File: config.mk
export PLATFORM = sky130hd
export DESIGN_NAME = elapsed_ladder_check
export DESIGN_NICKNAME = d
export VERILOG_FILES = /design/src/rtl/elc_pkg.sv /design/src/rtl/elc_timebase.sv /design/src/rtl/elc_span_meas.sv /design/src/rtl/elc_ladder.sv /design/src/rtl/elapsed_ladder_check.sv
export SDC_FILE = /design/constraint.sdc
export NUM_CORES = 1
export LEC_CHECK = 0
export BUFFER_PORTS_ARGS = -buffer_cell sky130_fd_sc_hd__buf_2
export CAP_MARGIN = 20
export CORE_AREA = 3 3 279 281
export CTS_BUF_LIST = sky130_fd_sc_hd__clkbuf_8
export DETAILED_ROUTE_END_ITERATION = 12
export DIE_AREA = 0 0 282 284
export SLEW_MARGIN = 20
export SYNTH_ARGS = -nofsm -noshare
export SYNTH_HDL_FRONTEND = slang
export SYNTH_HIERARCHICAL = 1
export SYNTH_SLANG_ARGS = --single-unit
export TNS_END_PERCENT = 100
File: constraint.sdc
create_clock -name clk -period 6.7 [get_ports clk]
set_clock_uncertainty 0.2 [all_clocks]
set_input_delay 1.005 -clock clk [delete_from_list [all_inputs] [get_ports clk]]
set_output_delay 1.005 -clock clk [all_outputs]
set_load 0.1 [all_outputs]
File: src/rtl/elc_pkg.sv
package elc_pkg;
  localparam int ELC_MAX_W = 64;
  typedef logic [ELC_MAX_W-1:0] elc_word_t;

  // elapsed cycles between two stamps, modulo 2^ELC_MAX_W (truncated by caller)
  function automatic elc_word_t elc_elapsed(elc_word_t t_open, elc_word_t t_close);
    return t_close - t_open;
  endfunction

  // a bound is violated when the elapsed value is not strictly below it
  function automatic logic elc_breach(elc_word_t span, elc_word_t limit);
    return !(span < limit);
  endfunction
endpackage

File: src/rtl/elc_timebase.sv
module elc_timebase #(
  parameter int CNT_W = 64
) (
  input  logic             clk,
  input  logic             rst_n,
  input  logic             state_chg,
  output logic [CNT_W-1:0] cyc_now,
  output logic [CNT_W-1:0] stamp_q,
  output logic [CNT_W-1:0] mark_now
);
  logic [CNT_W-1:0] cnt_q;

  always_ff @(posedge clk or negedge rst_n) begin
    if (!rst_n) cnt_q <= '0;
    else        cnt_q <= cnt_q + CNT_W'(1);
  end

  always_ff @(posedge clk or negedge rst_n) begin
    if (!rst_n)         stamp_q <= '0;
    else if (state_chg) stamp_q <= cnt_q;
  end

  assign cyc_now  = cnt_q;
  // a mark in a transition cycle sees the entry time of the new state
  assign mark_now = state_chg ? cnt_q : stamp_q;
endmodule

File: src/rtl/elc_span_meas.sv
module elc_span_meas
  import elc_pkg::*;
#(
  parameter int CNT_W = 64
) (
  input  logic             clk,
  input  logic             rst_n,
  input  logic             start_mark,
  input  logic [CNT_W-1:0] mark_now,
  output logic [CNT_W-1:0] open_q,
  output logic [CNT_W-1:0] span_now
);
  always_ff @(posedge clk or negedge rst_n) begin
    if (!rst_n)          open_q <= '0;
    else if (start_mark) open_q <= mark_now;
  end

  // uses the start recorded before this cycle, so start+end together closes the old one
  assign span_now = CNT_W'(elc_elapsed(elc_word_t'(open_q), elc_word_t'(mark_now)));
endmodule

File: src/rtl/elc_ladder.sv
module elc_ladder
  import elc_pkg::*;
#(
  parameter int CNT_W    = 64,
  parameter int N_BOUNDS = 10
) (
  input  logic [CNT_W-1:0]          span,
  input  logic [N_BOUNDS*CNT_W-1:0] bounds_flat,
  output logic [N_BOUNDS-1:0]       breach_vec
);
  for (genvar gi = 0; gi < N_BOUNDS; gi++) begin : g_rung
    logic [CNT_W-1:0] limit;
    assign limit          = bounds_flat[gi*CNT_W +: CNT_W];
    assign breach_vec[gi] = elc_breach(elc_word_t'(span), elc_word_t'(limit));
  end
endmodule

File: src/rtl/elapsed_ladder_check.sv
module elapsed_ladder_check #(
  parameter int CNT_W    = 64,
  parameter int N_BOUNDS = 10
) (
  input  logic                      clk,
  input  logic                      rst_n,
  input  logic                      state_chg,
  input  logic                      start_mark,
  input  logic                      end_mark,
  input  logic [N_BOUNDS*CNT_W-1:0] bounds_flat,
  output logic [N_BOUNDS-1:0]       fail_flags,
  output logic [CNT_W-1:0]          delta_out
);
  logic [CNT_W-1:0]    cyc_now;
  logic [CNT_W-1:0]    stamp_q;
  logic [CNT_W-1:0]    mark_now;
  logic [CNT_W-1:0]    open_q;
  logic [CNT_W-1:0]    span_now;
  logic [N_BOUNDS-1:0] breach_vec;

  elc_timebase #(.CNT_W(CNT_W)) u_time (
    .clk(clk), .rst_n(rst_n), .state_chg(state_chg),
    .cyc_now(cyc_now), .stamp_q(stamp_q), .mark_now(mark_now)
  );

  elc_span_meas #(.CNT_W(CNT_W)) u_span (
    .clk(clk), .rst_n(rst_n), .start_mark(start_mark),
    .mark_now(mark_now), .open_q(open_q), .span_now(span_now)
  );

  elc_ladder #(.CNT_W(CNT_W), .N_BOUNDS(N_BOUNDS)) u_ladder (
    .span(span_now), .bounds_flat(bounds_flat), .breach_vec(breach_vec)
  );

  always_ff @(posedge clk or negedge rst_n) begin
    if (!rst_n) begin
      fail_flags <= '0;
      delta_out  <= '0;
    end else begin
      fail_flags <= end_mark ? breach_vec : '0;
      if (end_mark) delta_out <= span_now;
    end
  end
endmodule

==> results of run 1 <==
[state kept, by name, summed over array words and instances, names as in the netlist]
signal          count
u_time/cyc_now     64
u_span/open_q      64
fail_flags         10
delta_out          64
u_time/stamp_q     64
[cell families after synthesis]
family / Yosys count / share of synthesized area [%]
xor+xnor: 119 / 3.45
buf+inv: 776 / 9.83
compound gates: 823 / 17.6
simple gates: 736 / 12.7
flops: 266 / 22.1
fa+ha+maj: 695 / 28.8
mux: 131 / 5.51
[where the power goes]
part           internal, mW  total [mW]  switching (mW)  leakage (nW)
Sequential             1.69        1.74          0.0537          3.55
Combinational          1.15        3.15            2.01          18.7
Clock                 0.970        1.73           0.761         0.575
Total                  3.81        6.63            2.82          22.8
[worst max-delay path, cell delays in order]
cell and delay (ns):
buf_2 0.13, mux2_2 0.24, inv_1 0.04, ha_1 0.21
fa_1 0.39, nor2b_1 0.18, o2111ai_1 0.24, a211oi_1 0.31
nand3b_1 0.24, o21ai_1 0.10, buf_4 0.15, a21o_1 0.18
and2_1 0.17, o21ai_0 0.21, xor2_1 0.98, buf_4 0.26
ha_1 0.24, a21o_1 0.16, a21oi_1 0.23, o22ai_1 0.18
o311a_1 0.36, a211oi_1 0.29, o21ai_0 0.13, and2_1 0.17
[path summary, 6_finish.rpt]
check                                         from            endpoint  slack, ns  depth (start not counted)
worst max register to register   u_time/cyc_now[0]       fail_flags[0]       0.38                         23
max in group asynchronous                    rst_n   u_span/open_q[45]       4.60                          2
worst min-delay path                         rst_n   u_time/stamp_q[5]       0.22                          1
worst max-delay path                     state_chg       fail_flags[0]       0.25                         24
min in group clk                u_time/cyc_now[63]  u_time/cyc_now[63]       0.28                          1
worst min register to register  u_time/cyc_now[63]  u_time/cyc_now[63]       0.28                          1
[layout by cell type, fill, tap and decap left out, types with 5 or more instances in the layout]
master    Yosys  routed
a21oi_1     254     254
nor2b_1      21      21
ha_1        694     694
and4_1       13      13
buf_2         4     715
nor4_1       21      21
clkinv_2      0       7
nand2_1     189     189
nor3_1       43      43
xor2_1       51      50
or2_2         9       9
inv_1       722     729
or3_1        11      11
a211o_1       6       6
xnor2_1      68      64
nand3_1      58      58
o211ai_1      5       5
mux2_2       80      80
a211oi_1     25      25
and2_1       16      16
diode_2       0      20
o311a_1       5       5
buf_12        0       7
or2_0         5       5
o21bai_1     14      14
buf_4         0     174
nand4_1     169     169
clkbuf_8      0      64
o21a_1       14      14
o21ai_0     166     166
nand2b_1     17      17
dfrtp_1     266     266
and3_1       15      15
nor2_1      123     123
mux2_4       50      50
o31ai_1       8       8
a21o_1      248     248
o22ai_1       6       6
o21ai_1       8       8
[per-layer routing]
layer | vias to the layer above | routed length (um)
met1 | 13500 | 51300
met2 | 948 | 53800
met3 | 185 | 7340
met5 | - | 65
met4 | 10 | 3520
li1 | 14200 | -
[area by class of cell]
| class | count | area [sq um] |
|---|---|---|
| sequential | 266 | 6660 |
| inverter | 722 | 2710 |
| timing repair buffer | 897 | 5040 |
| tap | 978 | 1220 |
| antenna | 20 | 50.0 |
| clock inverter | 21 | 190 |
| multi-input combinational | 2504 | 20600 |
| fill | 7422 | 38300 |
| clock buffer | 64 | 881 |
==> qor.yml, run 1 <==
routedWlPerCell_um: 21.2
status: "completed"
htreeDepth: 2
die_area_sq_um: 80100
peakVddDrop_uv: 109
via_per_inst: 5.27
stdcell_area_sq_um: 37400
tightest_slew_ns: 1.23
seq_area_frac_synth_pct: 22.1
clk_latency_ns: 0.65
top_usage_layer: "met2"
max-cap-violations: 0
finalCritPeriodShare_pct: 96.3
drt_iter0_markers: 1880
die_h_um: 284
core-area_sq_um: 75700
grt_max_degree: 111
ys_dominant_reg_cell: "dfrtp_1"
crit_type: "in -> reg"
synth_enable_flop_cells: 0
async_flop_share_pct: 100
synth.most_common_cell: "inv_1"
dp_worst_setup_slack_ns: -0.227
grt_pass1_vias: 28400
nNetsFinal: 5780
syn_nets: 4886
cts_buffers: 49
fin_crit_ns: 6.45
initial_core_util_pct: 39.9
grt_usage_pct: 27.8
antenna_found_initial: 26
gp_congestion: 0.962
setup_viol: 0
required_ns: 7.05
cts_setup_buffers: 0
drcViolationCount: 0
cts.hold.buffers_added: 0
cts_root_buffer: "clkbuf_8"
ios: 719
num_vias: 28900
p_total_mw: 6.63
syn_area_sq_um: 30200
yosys-top-cells-count: "inv_1 (722), ha_1 (694), dfrtp_1 (266), a21oi_1 (254), a21o_1 (248)"
yosysUniqueCellTypes: 89
tns_ns: 0
ys_warn_count: 6
die_w_um: 282
cts.path.max_buffers: 3
drt_pass1_iterations: 5
dp.cells: 5367
rsz0062_at_grt: "no"
synth.area.top_cells: "ha_1 (29%), dfrtp_1 (22%), inv_1 (9.0%)"
setup_ws_ns: 0.245
cts_sinks: 266
numPortBuffers: 718
synthToLayoutAreaGrowth_pct: 23.8
finish.utilization_pct: 49.4
synth_top_area_share_pct: 28.8
totalWireLength_um: 116000
cts_tree: "built"
path_max_fanout: 8
grtUsageMet1_pct: 37.7
worst_ep_arrival_time_ns: 6.80
powerDensity_nw_per_um2: 177
overflow: 0
post_cts_resized: 0
grt_use_met3_pct: 3.83
final_cells: 5472
ys_ff_latch: 266
netlist_instances: 3546
rows: 101
cts.reportedPaths.clkPinSlew_ns: 0.07
detail-route-antenna-nets: 0
hold_ws_ns: 0.215
yosys.area.top_type: "ha_1"
endpoint_kind: "register"
slew_violations: 0
hold_class: "in -> async"
drive_above_1_share_pct: 25.7
grt_pass1_wl_um: 170000
cp-start-kind: "input port"
clock.fmax_ghz: 0.155
hpwl_um: 97500
avgSynthCellArea_sq_um: 8.51
maxSlewHeadroom_pct: 17.5
grt_use_met2_pct: 45.6
finalHoldViolations: 0
leakage_nw: 22.8
place_area_sq_um: 36200
Power figures use the tool's default switching activity.
==> run 2: changes to the inputs <==
Settings changed: CORE_AREA 3 3 279 281 to 3 3 280 282, DIE_AREA 0 0 282 284 to 0 0 283 285, MAX_ROUTING_LAYER set to met4.
Clock period 6.7 ns to 7.9 ns, I/O delays scaled along.
==> qor.yml, run 2 (synthesis gave the netlist of run 1 again) <==
regToRegEndpoint: "fail_flags[4]"
via_per_inst: 5.22  # -0.94%
finalCritPeriodShare_pct: 82.8
worstHoldPathCells: 1
cts.reportedPaths.clkPinSlew_ns: 0.06  # about the same
tns_ns: 0  # unchanged
slew_violations: 0  # unchanged
cp_slowest_cell: "nor4_1"
mostFrequentLayoutCells: "inv_1 (737), buf_2 (715), ha_1 (694)"
clk_latency_ns: 0.64  # about the same
layout_commonest_cell: "inv_1"
cpPeakStageDelay_ns: 0.68  # -0.30 ns
routedWlPerCell_um: 21.4  # +0.70%
status: "completed"
cts_tree: "built"
grt_pass1_vias: 28300  # -0.25%
post_cts_resized: 0  # unchanged
initial_core_util_pct: 39.7  # -0.13 points
cts.path.max_buffers: 3  # unchanged
nNetsFinal: 5676  # -1.8%
gp_congestion: 0.993  # +3.2%
totalWireLength_um: 116000  # +0.29%
drt_pass1_iterations: 5  # unchanged
hold_class: "reg -> reg"
leakage_nw: 22.4  # -1.9%
whs_endpoint: "u_time/cyc_now[63]"
core-area_sq_um: 75900  # +0.33%
endpoint_kind: "register"
die_w_um: 283  # +0.35%
tightest_slew_ns: 1.08  # -0.149 ns
detail-route-antenna-nets: 0  # unchanged
cts_setup_buffers: 0  # unchanged
drive_above_1_share_pct: 24.0  # -1.7 points
ios: 719  # unchanged
htreeDepth: 2  # unchanged
setup_ws_ns: 1.36  # +1.11 ns
num_vias: 28500  # -1.3%
cp-start-kind: "input port"
cts_buffers: 51  # +4.1%
rows: 101  # unchanged
cp_cell_sequence: "buf_2 > buf_12 > mux2_2 > ha_1 > nand4_1 > or2_0 > a211oi_1 > nand3b_1 > o21ai_1 > a21o_1 > a2111oi_4 > o21ai_0 > nor3b_2 > buf_4 > ha_1 > nand4_1 > nor4_1 > nand2_1 > nor4_1 > buf_4 > o21ai_1 > nand3_1 > and2_1"
rrSetupSlack_ns: 1.90  # +1.52 ns
overflow: 0  # unchanged
finish.utilization_pct: 48.3  # -1.0 points
cts_root_buffer: "clkbuf_8"
grt_usage_pct: 28.4  # +0.59 points
dp_worst_setup_slack_ns: 0.841  # +1.07 ns
cts_sinks: 266  # unchanged
rsz0062_at_grt: "no"
finalHoldViolations: 0  # unchanged
crit_type: "in -> reg"
die_area_sq_um: 80700  # +0.71%
die_h_um: 285  # +0.35%
grt_max_degree: 158  # +42%
clock.fmax_ghz: 0.153
setup_viol: 0  # unchanged
peakVddDrop_uv: 94.0  # -14%
hold_start: "u_time/cyc_now[63]"
path_max_fanout: 43  # +35
fin_crit_ns: 6.54
required_ns: 8.28  # +1.23 ns
synthToLayoutAreaGrowth_pct: 21.7
antenna_found_initial: 46  # +77%
reg2regPathDepth: 23  # unchanged
maxSlewHeadroom_pct: 27.0  # +9.5 points
max-cap-violations: 0  # unchanged
drcViolationCount: 0  # unchanged
numPortBuffers: 718  # unchanged
drt_iter0_markers: 1657  # -12%
grt_pass1_wl_um: 171000  # +0.58%
hpwl_um: 96500  # -1.0%
worst_ep_arrival_time_ns: 6.93  # +0.13 ns
powerDensity_nw_per_um2: 152  # -14%
reg2reg_from: "u_time/cyc_now[0]"
cts.hold.buffers_added: 0  # unchanged
==> run 2: layout make-up <==
type,count,area [sq um]
Tap cell,1030,1290
Inverter,722,2710
Sequential cell,266,6660
Timing Repair Buffer,791,4180
Multi-Input combinational cell,2504,20700
Fill cell,7485,39200
Clock inverter,28,193
Antenna cell,43,108
Clock buffer,66,908
==> run 2: layer usage <==
layer	vias to the layer above	track usage (%)	part of all wire [%]
met5	-	-	0
met4	0	10.7	3.9
met3	178	4.37	5.9
met2	860	45.7	46
met1	13400	36.1	44
li1	14000	-	-
==> run 2: worst max-delay path by stage <==
stage,slack (ns),depth (start not counted),end,from
after global routing,1.07,23,fail_flags[4],state_chg
after detailed placement,0.84,23,fail_flags[4],state_chg
after floorplan,1.08,22,fail_flags[0],state_chg
after global placement,0.86,22,fail_flags[4],state_chg
final,1.36,23,fail_flags[4],state_chg
after CTS,1.50,23,fail_flags[4],state_chg
==> run 2: worst max-delay path, delay by kind of cell <==
family	cells	cell delay, ns
multiplexers	1	0.40
buffers and inverters	4	0.75
adder cells (fa/ha/maj)	2	0.77
AND/OR/NAND/NOR	10	2.43
AO/OA/AOI/OAI	6	1.35
==> run 2: per-stage QoR <==
stage / instance area, sq um / power [mW] / hold WS, ns / instances
3_5_place_dp: 35500 / 4.09 / 0.269 / 5313
4_1_cts: 36600 / 5.61 / 0.279 / 5407
5_1_grt: 36700 / 5.94 / 0.298 / 5450
2_1_floorplan: 30200 / 3.20 / 0.240 / 3546
6_report: 36700 / 5.59 / 0.277 / 5450
3_3_place_gp: 35500 / 4.07 / 0.265 / 5313
==> run 2: power breakdown <==
| group | internal (mW) | switching (mW) |
|---|---|---|
| clock | 0.819 | 0.658 |
| sequential | 1.43 | 0.0434 |
| combinational | 0.931 | 1.70 |
| total | 3.18 | 2.40 |
==> run 3: changes to the inputs <==
Settings changed: CORE_AREA 3 3 280 282 to 3 3 279 281, DIE_AREA 0 0 283 285 to 0 0 282 284.
Clock period 7.9 ns to 6.7 ns, I/O delays scaled along.
==> qor.yml, run 3 (synthesis gave the netlist of run 1 again) <==
powerDensity_nw_per_um2: 181  # +19%
nNetsFinal: 5765  # +1.6%
peakVddDrop_uv: 135  # +44%
path_max_fanout: 19  # -56%
routedWlPerCell_um: 21.1  # -1.2%
cts_buffers: 53  # +3.9%
finalHoldViolations: 0  # unchanged
leakage_nw: 22.8  # +1.9%
rrSetupSlack_ns: 0.67  # -1.23 ns
fillers: 7499  # +0.19%
maxSlewHeadroom_pct: 23.4  # -3.6 points
drt_iter0_markers: 1991  # +20%
mostFrequentLayoutCells: "inv_1 (733), buf_2 (715), ha_1 (694)"
max-cap-violations: 0  # unchanged
tns_ns: 0  # unchanged
finish.utilization_pct: 49.3  # +0.99 points
required_ns: 7.05  # -1.23 ns
core-area_sq_um: 75700  # -0.33%
initial_core_util_pct: 39.9  # +0.13 points
hold_ws_ns: 0.194  # -0.0829 ns
hold_class: "in -> async"
numPortBuffers: 718  # unchanged
hpwl_um: 96600  # about the same
drcViolationCount: 0  # unchanged
cp-start-kind: "input port"
cts.reportedPaths.clkPinSlew_ns: 0.06  # about the same
cts_tree: "built"
die_h_um: 284  # -0.35%
cts.path.max_buffers: 3  # unchanged
overflow: 0  # unchanged
tightest_slew_ns: 1.14  # +0.0533 ns
rows: 101  # unchanged
cts_setup_buffers: 0  # unchanged
die_w_um: 282  # -0.35%
clk_latency_ns: 0.66  # +0.02 ns
cts_sinks: 266  # unchanged
cts_root_buffer: "clkbuf_8"
die_area_sq_um: 80100  # -0.70%
grt_pass1_vias: 28400  # +0.47%
synthToLayoutAreaGrowth_pct: 23.8
grt_usage_pct: 28.8  # +0.37 points
status: "completed"
worst_ep_arrival_time_ns: 6.62  # -0.31 ns
ios: 719  # unchanged
grt_max_degree: 124  # -22%
post_cts_resized: 0  # unchanged
rsz0062_at_grt: "no"
detail-route-antenna-nets: 0  # unchanged
finalCritPeriodShare_pct: 93.5
antenna_found_initial: 26  # -43%
regToRegEndpoint: "fail_flags[9]"
layout_commonest_cell: "inv_1"
reg2regPathDepth: 26  # +13%
totalWireLength_um: 116000  # -0.73%
dp_worst_setup_slack_ns: -0.290  # -1.13 ns
via_per_inst: 5.25  # +0.57%
endpoint_kind: "register"
crit_type: "in -> reg"
gp_congestion: 0.971  # -2.2%
clock.fmax_ghz: 0.160
htreeDepth: 2  # unchanged
cts.hold.buffers_added: 0  # unchanged
drt_pass1_iterations: 6  # +1
grt_pass1_wl_um: 171000  # about the same
slew_violations: 0  # unchanged
setup_viol: 0  # unchanged
fin_crit_ns: 6.27
setup_ws_ns: 0.434  # -0.923 ns
num_vias: 28800  # +1.0%
drive_above_1_share_pct: 25.6  # +1.6 points
reg2reg_from: "u_time/cyc_now[0]"
run 3: cell types whose count changed in the layout (fill, tap and decap cells not counted), sizes merged:
cell | before | now
buf | 791 | 878
bufinv | 2 | 4
clkinv | 7 | 14
clkinvlp | 2 | 4
diode | 43 | 27
inv | 739 | 734
run 3: metal layers:
metal	vias up	wire length (um)	track usage, %
li1	14200	-	-
met4	0	3390	8.10
met5	-	0	-
met3	163	7120	4.18
met2	972	53800	46.0
met1	13400	51200	37.9
run 3: how the worst max path moves through the flow:
stage | from | endpoint | slack, ns | depth (start not counted)
finish | state_chg | fail_flags[9] | 0.43 | 26
detailed placement | state_chg | fail_flags[9] | -0.29 | 26
global route | state_chg | fail_flags[9] | 0.08 | 26
floorplan | state_chg | fail_flags[0] | 0.06 | 22
global placement | state_chg | fail_flags[9] | -0.28 | 26
CTS | state_chg | fail_flags[9] | 0.39 | 26
run 3: stage by stage:
step / instance area, sq um / std cells / total power [mW]
after floorplan: 30200 / 3546 / 3.78
after global placement: 36100 / 5348 / 4.83
after detailed placement: 36100 / 5348 / 4.86
after CTS: 37300 / 5448 / 6.78
after global routing: 37300 / 5473 / 7.17
final: 37300 / 5475 / 6.76
run 3: power breakdown:
group / internal [mW] / switching, mW
sequential: 1.69 / 0.0563
combinational: 1.14 / 2.00
clock: 1.05 / 0.817
run 3: critical path, cell delays in order:
cell,delay [ns]
buf_2,0.13
buf_12,0.18
mux2_2,0.37
ha_1,0.37
a21o_1,0.22
a21oi_1,0.28
a21oi_1,0.16
o31ai_2,0.37
buf_4,0.20
o21bai_1,0.09
a21oi_1,0.34
nor3b_1,0.12
a21oi_1,0.22
xnor2_1,0.23
buf_4,0.28
ha_1,0.27
nand4_1,0.15
nor3_1,0.07
a21oi_1,0.15
o211ai_1,0.10
a221oi_1,0.46
buf_4,0.22
o21ai_1,0.07
buf_4,0.19
a31o_1,0.21
and2_1,0.14
run 3: final cells by class:
| class | instances | area, sq um | area share [%] |
|---|---|---|---|
| multi-input combinational | 2504 | 20600 | 55.2 |
| sequential | 266 | 6660 | 17.8 |
| timing repair buffer | 878 | 4870 | 13.0 |
| inverter | 722 | 2710 | 7.26 |
| tap | 978 | 1220 | 3.28 |
| clock buffer | 66 | 908 | 2.43 |
| clock inverter | 34 | 277 | 0.741 |
| antenna | 27 | 67.6 | 0.181 |
